==> src/rtl/dmaregs_pkg.sv <==
// Shared constants and types for the DMA channel register file.
// Assumes four channels addressed by a 2-bit field and 4-bit port offsets.
package dmaregs_pkg;
    localparam int NCH = 4;
    localparam int BW  = 8;
    localparam int WW  = 16;
    localparam int AW  = 4;
    localparam int MW  = 6;
    localparam int CSW = $clog2(NCH);

    typedef enum logic [AW-1:0] {
        PORT_CMD_STAT = 4'd8,
        PORT_REQ      = 4'd9,
        PORT_SMASK    = 4'd10,
        PORT_MODE     = 4'd11,
        PORT_PTRCLR   = 4'd12,
        PORT_MRST     = 4'd13,
        PORT_MASKCLR  = 4'd14,
        PORT_MMASK    = 4'd15
    } port_e;

    typedef struct packed {
        logic [1:0] svc;
        logic       dec;
        logic       autoi;
        logic [1:0] xfer;
    } mode_t;
endpackage

==> src/rtl/dmaregs_ptr.sv <==
// Shared low/high byte pointer.
// Assumes clear and toggle may coincide; clear wins.
module dmaregs_ptr (
    input  logic clk,
    input  logic rst_n,
    input  logic clr_i,
    input  logic tog_i,
    output logic hi_o
);
    // Pointer state: cleared by reset or clear, flipped on each data access.
    always_ff @(posedge clk) begin
        if (!rst_n)     hi_o <= 1'b0;
        else if (clr_i) hi_o <= 1'b0;
        else if (tog_i) hi_o <= ~hi_o;
    end

    a_r3_ptr_flip: assert property (@(posedge clk) disable iff (!rst_n)
        (!clr_i && tog_i) |=> (hi_o != $past(hi_o)));
    a_r3_ptr_clear: assert property (@(posedge clk) disable iff (!rst_n)
        clr_i |=> !hi_o);
    a_r3_ptr_hold: assert property (@(posedge clk) disable iff (!rst_n)
        (!clr_i && !tog_i) |=> $stable(hi_o));
endmodule

==> src/rtl/dmaregs_chan.sv <==
// Register set of one channel: address, count, mode and mask.
// Assumes the top decodes offsets; the mask force (master reset) wins over loads.
module dmaregs_chan
    import dmaregs_pkg::*;
(
    input  logic          clk,
    input  logic          rst_n,
    input  logic          addr_we_i,
    input  logic          cnt_we_i,
    input  logic          hi_i,
    input  logic [BW-1:0] wdata_i,
    input  logic          mode_we_i,
    input  logic          mask_we_i,
    input  logic          mask_val_i,
    input  logic          mask_force_i,
    output logic [WW-1:0] base_addr_o,
    output logic [WW-1:0] base_cnt_o,
    output mode_t         mode_o,
    output logic          mask_o
);
    // Address register: byte selected by the shared pointer.
    always_ff @(posedge clk) begin
        if (!rst_n)         base_addr_o <= '0;
        else if (addr_we_i) begin
            if (hi_i) base_addr_o[WW-1:BW] <= wdata_i;
            else      base_addr_o[BW-1:0]  <= wdata_i;
        end
    end

    // Count register: byte selected by the shared pointer.
    always_ff @(posedge clk) begin
        if (!rst_n)        base_cnt_o <= '0;
        else if (cnt_we_i) begin
            if (hi_i) base_cnt_o[WW-1:BW] <= wdata_i;
            else      base_cnt_o[BW-1:0]  <= wdata_i;
        end
    end

    // Mode register: upper six bits of the mode byte.
    always_ff @(posedge clk) begin
        if (!rst_n)         mode_o <= '0;
        else if (mode_we_i) mode_o <= mode_t'(wdata_i[BW-1:2]);
    end

    // Request mask: set at reset and master reset, otherwise loaded.
    always_ff @(posedge clk) begin
        if (!rst_n)            mask_o <= 1'b1;
        else if (mask_force_i) mask_o <= 1'b1;
        else if (mask_we_i)    mask_o <= mask_val_i;
    end

    a_r2_addr_hold: assert property (@(posedge clk) disable iff (!rst_n)
        !addr_we_i |=> $stable(base_addr_o));
    a_r2_cnt_hold: assert property (@(posedge clk) disable iff (!rst_n)
        !cnt_we_i |=> $stable(base_cnt_o));
    a_r9_mask_forced: assert property (@(posedge clk) disable iff (!rst_n)
        mask_force_i |=> mask_o);
    a_r4_mask_load: assert property (@(posedge clk) disable iff (!rst_n)
        (mask_we_i && !mask_force_i) |=> (mask_o == $past(mask_val_i)));
endmodule

==> src/rtl/dmaregs_status.sv <==
// Status byte: sticky terminal-count flags and registered request levels.
// Assumes a new pulse wins over a clearing read, and master reset wins over both.
module dmaregs_status
    import dmaregs_pkg::*;
(
    input  logic           clk,
    input  logic           rst_n,
    input  logic [NCH-1:0] tc_i,
    input  logic [NCH-1:0] req_i,
    input  logic           rd_clr_i,
    input  logic           mrst_i,
    output logic [BW-1:0]  status_o
);
    logic [NCH-1:0] tc_q, req_q;

    // Terminal-count flags: set by pulses, cleared by a status read.
    always_ff @(posedge clk) begin
        if (!rst_n || mrst_i) tc_q <= '0;
        else                  tc_q <= (rd_clr_i ? '0 : tc_q) | tc_i;
    end

    // Request flags: one-cycle copy of the request levels.
    always_ff @(posedge clk) begin
        if (!rst_n || mrst_i) req_q <= '0;
        else                  req_q <= req_i;
    end

    assign status_o = {req_q, tc_q};

    a_r8_tc_sticky: assert property (@(posedge clk) disable iff (!rst_n)
        (!rd_clr_i && !mrst_i) |=> ((tc_q & $past(tc_q)) == $past(tc_q)));
    a_r8_tc_cleared: assert property (@(posedge clk) disable iff (!rst_n)
        (rd_clr_i && !mrst_i && tc_i == '0) |=> (tc_q == '0));
    a_r9_status_empty: assert property (@(posedge clk) disable iff (!rst_n)
        mrst_i |=> (status_o == '0));
endmodule

==> src/rtl/dmaregs_top.sv <==
// DMA channel register file: decodes port offsets, routes bytes through the
// shared pointer to the channel registers and builds the read data.
// Assumes one access per cycle; a write together with a read acts as a write.
module dmaregs_top
    import dmaregs_pkg::*;
(
    input  logic               clk,
    input  logic               rst_n,
    input  logic [AW-1:0]      addr_i,
    input  logic               wr_i,
    input  logic               rd_i,
    input  logic [BW-1:0]      wdata_i,
    input  logic [NCH-1:0]     tc_i,
    input  logic [NCH-1:0]     req_i,
    output logic [BW-1:0]      rdata_o,
    output logic [NCH*WW-1:0]  base_addr_o,
    output logic [NCH*WW-1:0]  base_cnt_o,
    output logic [NCH*MW-1:0]  chan_mode_o,
    output logic [NCH-1:0]     chan_mask_o,
    output logic               ctrl_off_o
);
    logic           data_port, rd_only, ptr_hi, ptr_clr, ptr_tog;
    logic           mrst, stat_clr, smask_we, mmask_we;
    logic [BW-1:0]  cmd_q, status;
    logic [WW-1:0]  ch_addr [NCH];
    logic [WW-1:0]  ch_cnt  [NCH];
    logic [WW-1:0]  sel_word;
    logic [CSW-1:0] sel_ch;

    // Access classification shared by pointer, status and channels.
    always_comb begin
        data_port = (addr_i < AW'(2*NCH));
        rd_only   = rd_i && !wr_i;
        mrst      = wr_i && (addr_i == PORT_MRST);
        ptr_clr   = mrst || (wr_i && (addr_i == PORT_PTRCLR));
        ptr_tog   = data_port && (wr_i || rd_i);
        stat_clr  = rd_only && (addr_i == PORT_CMD_STAT);
        smask_we  = wr_i && (addr_i == PORT_SMASK);
        mmask_we  = wr_i && (addr_i == PORT_MMASK);
    end

    // Command byte.
    always_ff @(posedge clk) begin
        if (!rst_n)                                cmd_q <= '0;
        else if (wr_i && addr_i == PORT_CMD_STAT)  cmd_q <= wdata_i;
    end
    assign ctrl_off_o = cmd_q[2];

    dmaregs_ptr u_ptr (
        .clk   (clk),
        .rst_n (rst_n),
        .clr_i (ptr_clr),
        .tog_i (ptr_tog),
        .hi_o  (ptr_hi)
    );

    dmaregs_status u_status (
        .clk      (clk),
        .rst_n    (rst_n),
        .tc_i     (tc_i),
        .req_i    (req_i),
        .rd_clr_i (stat_clr),
        .mrst_i   (mrst),
        .status_o (status)
    );

    for (genvar n = 0; n < NCH; n++) begin : g_ch
        logic  a_we, c_we, m_we, k_we, k_val;
        mode_t mode;

        // Per-channel decode of data, mode and mask writes.
        always_comb begin
            a_we  = wr_i && (addr_i == AW'(2*n));
            c_we  = wr_i && (addr_i == AW'(2*n+1));
            m_we  = wr_i && (addr_i == PORT_MODE) && (wdata_i[CSW-1:0] == CSW'(n));
            k_we  = mmask_we || (smask_we && (wdata_i[CSW-1:0] == CSW'(n)));
            k_val = mmask_we ? wdata_i[n] : wdata_i[2];
        end

        dmaregs_chan u_chan (
            .clk          (clk),
            .rst_n        (rst_n),
            .addr_we_i    (a_we),
            .cnt_we_i     (c_we),
            .hi_i         (ptr_hi),
            .wdata_i      (wdata_i),
            .mode_we_i    (m_we),
            .mask_we_i    (k_we),
            .mask_val_i   (k_val),
            .mask_force_i (mrst),
            .base_addr_o  (ch_addr[n]),
            .base_cnt_o   (ch_cnt[n]),
            .mode_o       (mode),
            .mask_o       (chan_mask_o[n])
        );

        assign base_addr_o[n*WW +: WW] = ch_addr[n];
        assign base_cnt_o[n*WW +: WW]  = ch_cnt[n];
        assign chan_mode_o[n*MW +: MW] = mode;
    end

    // Read data: selected byte of a data register, or the status byte.
    always_comb begin
        sel_ch   = addr_i[CSW:1];
        sel_word = addr_i[0] ? ch_cnt[sel_ch] : ch_addr[sel_ch];
        rdata_o  = '0;
        if (rd_i) begin
            if (data_port)                    rdata_o = ptr_hi ? sel_word[WW-1:BW] : sel_word[BW-1:0];
            else if (addr_i == PORT_CMD_STAT) rdata_o = status;
        end
    end

    a_r7_cmd_follow: assert property (@(posedge clk) disable iff (!rst_n)
        (wr_i && addr_i == PORT_CMD_STAT) |=> (ctrl_off_o == $past(wdata_i[2])));
    a_r9_all_masked: assert property (@(posedge clk) disable iff (!rst_n)
        mrst |=> (chan_mask_o == '1));
    a_r10_idle_read: assert property (@(posedge clk) disable iff (!rst_n)
        !rd_i |-> (rdata_o == '0));
endmodule

==> config.mk <==
export PLATFORM = sky130hd
export DESIGN_NAME = dmaregs_top
export DESIGN_NICKNAME = d
export VERILOG_FILES = /design/src/rtl/dmaregs_pkg.sv /design/src/rtl/dmaregs_ptr.sv /design/src/rtl/dmaregs_chan.sv /design/src/rtl/dmaregs_status.sv /design/src/rtl/dmaregs_top.sv
export SDC_FILE = /design/constraint.sdc
export NUM_CORES = 1
export LEC_CHECK = 0
export BUFFER_PORTS_ARGS = -buffer_cell sky130_fd_sc_hd__buf_2
export CAP_MARGIN = 20
export CORE_MARGIN = 2
export CORE_UTILIZATION = 49
export CTS_BUF_LIST = sky130_fd_sc_hd__clkbuf_8
export DETAILED_ROUTE_END_ITERATION = 16
export PLACE_DENSITY = 0.86
export SYNTH_ARGS = -nofsm -noshare
export SYNTH_HDL_FRONTEND = slang
export SYNTH_HIERARCHICAL = 1
export SYNTH_SLANG_ARGS = --single-unit
==> constraint.sdc <==
create_clock -name clk -period 3.1 [get_ports clk]
set_input_delay 0.62 -clock clk [delete_from_list [all_inputs] [get_ports clk]]
set_output_delay 0.62 -clock clk [all_outputs]
set_load 0.05 [all_outputs]
==> qor.txt <==
Synth Net Count: 764
IO Pins: 189
Hold Buf Count CTS: 0
Die area: 0.0165 mm2
Cts repair resizes: 0
TritonRoute pass-1 iters: 6
R2R cell count: 3
Seq. cell area: 0.00332 mm2
Vias in the first global route: 5748
Placed Area: 0.00854 mm2
TritonCTS buffer count: 17
Lkg Pwr: 4.72 nW
Fillcell total: 1297
Tcrit/Tclk final: 95.2%
CP cell instances: buf_2, nor2b_1, a22o_1, a221oi_1, a221o_1, buf_2
Final Critical Period: 2.95 ns
Routed len/inst: 20.1 um
Critical path's most frequent cell: buf_2
Setup crit start kind: input port
Clock sink count: 166
Maximum vdd ir drop: 0.000259 V
Worst Hold Endpoint: u_status/tc_q[0]
GRT Total Usage: 26.4%
Synth Flop Type: dfxtp_1
Pre-CTS setup slack: 0.175 ns
Critical path type: in -> out
Critical register-to-register path startpoint: u_ptr/hi_o
Area added between synthesis and finish: 18.1%
GR Overflow Total: 0
Worst min path class: in -> reg
Unrepaired setup endpoints after global routing: no
Synthesized cell area: 0.00760 mm2
Clk Latency, worst-skew pair: 0.46 ns
CP Capture Type: output pin
Pwr dens: 472 mW/mm2
Port Buf Inserts: 188
Maximum Capacitance Violations: 0
Post-CTS Setup Inserts: 0
Multi-input gate area: 0.00387 mm2
Routability cong.: 0.933
Sequential share of the synthesized area: 43.7%
Max FO, Critical Path: 10
Final #Nets: 938
Synth Warn #: 6
Crit path required time: 2.48 ns
Initial antenna violation count: 1
ANT nets after route: 0
Commonest cells after routing, fill and taps aside: 198 x mux2i_1, 187 x buf_2, 166 x dfxtp_1, 165 x nand2_1, 34 x nor2b_1
Die W: 129 um
Largest net degree at the start of global routing: 108
CP Data Arrival Time: 2.33 ns
Worst rel slew slack: 49.4%
Die Span Y: 129 um
Fin. Hold Viols: 0
Avg Inst Size Synth: 10.3 um2
Inst Count DP: 1083
Final setup TNS: 0 ns
CTS Buffer Depth: 2
Worst slew pin tran: 0.758 ns
Synthesized instance count: 740
Distinct cell type count after synthesis: 35
Setup violations, final: 0
Final slew viol count: 0
CTS root buffer: clkbuf_8
Cell depth of the worst hold path: 2
Cell Count, Final, Fillers Out: 1116
Worst setup margin: 0.149 ns
Vias per inst: 5.64
Design area: 0.00897 mm2
Post-synth EDFFs: 0
R2R Path End: g_ch[3].u_chan/base_addr_o[3]
DR vias: 6296
FF+latch count, synth: 166
Min-delay src: tc_i[0]
FP Rows: 45
H-Tree Depth: 4
CTS tree: yes
Clock-pin slew on the worst setup and hold paths: 0.09 ns
Detailed Place HPWL: 16700 um
R2R setup slack: 1.65 ns
Initial DRC count: 643
Clock Skew: 0.0120 ns
F_max: 0.339 GHz
Leading cell type in the layout, fill and taps excluded: mux2i_1
Finished Core Util: 59.0%
Core region area: 0.0152 mm2
First-pass GRT wire length: 32900 um
Starting Density: 50.0%
Status: complete, no violations
Slowest cell delay on critical path: 0.65 ns
Highest-delay cell along the critical path: nor2b_1
Synth async-reset ratio: 0%
# DRC: 0
Ratio of cells with drive above 1 in the final layout: 28.8%
Routed wire length: 22400 um
worst max path at each step:
stage / cells after the start / slack (ns) / end / start
6_report: 6 / 0.15 / rdata_o[3] / addr_i[0]
5_1_grt: 7 / 0.09 / rdata_o[0] / addr_i[1]
4_1_cts: 6 / 0.17 / rdata_o[3] / addr_i[0]
3_5_place_dp: 6 / 0.18 / rdata_o[0] / addr_i[1]
3_3_place_gp: 6 / 0.19 / rdata_o[0] / addr_i[1]
2_1_floorplan: 4 / 0.43 / rdata_o[0] / addr_i[1]
metal layers:
layer	routed length [um]	up-vias	global-route usage [%]
met5	0	-	0
met4	665	0	10.8
met3	2130	53	5.57
met2	10100	325	41.0
met1	9510	3008	36.0
li1	-	2910	-
flip-flops by register name, indices dropped and copies added (netlist names):
register                 flops
cmd_q                        1
g_ch.u_chan/base_addr_o     64
g_ch.u_chan/base_cnt_o      64
g_ch.u_chan/mask_o           4
g_ch.u_chan/mode_o          24
u_ptr/hi_o                   1
u_status/req_q               4
u_status/tc_q                4
cell usage after synthesis (5+ instances only):
master,number,area (um2)
a22o_1,7,61.3
a21oi_1,5,25.0
nor2_1,19,71.3
nand2_1,165,619
nor2b_1,34,213
a221o_1,7,70.1
buf_6,25,282
buf_2,8,40.0
nand2_2,12,75.1
nand3b_1,7,52.6
nand3_1,9,45.0
mux2i_1,198,1980
buf_4,5,37.5
clkbuf_1,11,41.3
nand2b_1,10,62.6
a221oi_1,6,52.6
dfxtp_1,166,3320
mux4_2,14,315
worst max-delay path, delay by kind of cell:
kind	cells	cell delay, ns
simple gates	1	0.65
compound gates	3	0.65
buf+inv	2	0.42
cell families after synthesis:
family,share of synthesized area [%]
xor gates and xnor gates,0.115
muxes,30.4
AOI/OAI and AO/OA,3.72
buffers and inverters,5.37
DFF,43.7
and+or+nand+nor,16.7
per-stage QoR:
stage / total power [mW] / hold WS [ns]
after detailed placement: 2.61 / 0.466
after global placement: 2.60 / 0.459
final: 4.23 / 0.368
after global routing: 4.36 / 0.370
after floorplan: 2.51 / 0.545
after CTS: 4.23 / 0.355
where the power goes:
part,switching (mW),total (mW),internal [mW]
logic,0.263,0.390,0.127
clock network,0.848,1.67,0.821
registers,0.0202,2.17,2.15
cell type report:
class / instances / area share, %
repair buffers: 206 / 12.4
multi-input cells: 523 / 43.1
clock buffers: 17 / 2.61
well taps: 188 / 2.62
clock inverters: 15 / 2.15
flip-flops and latches: 166 / 37.0
diodes: 1 / 0.0279
(Power assumes the default switching activity.)
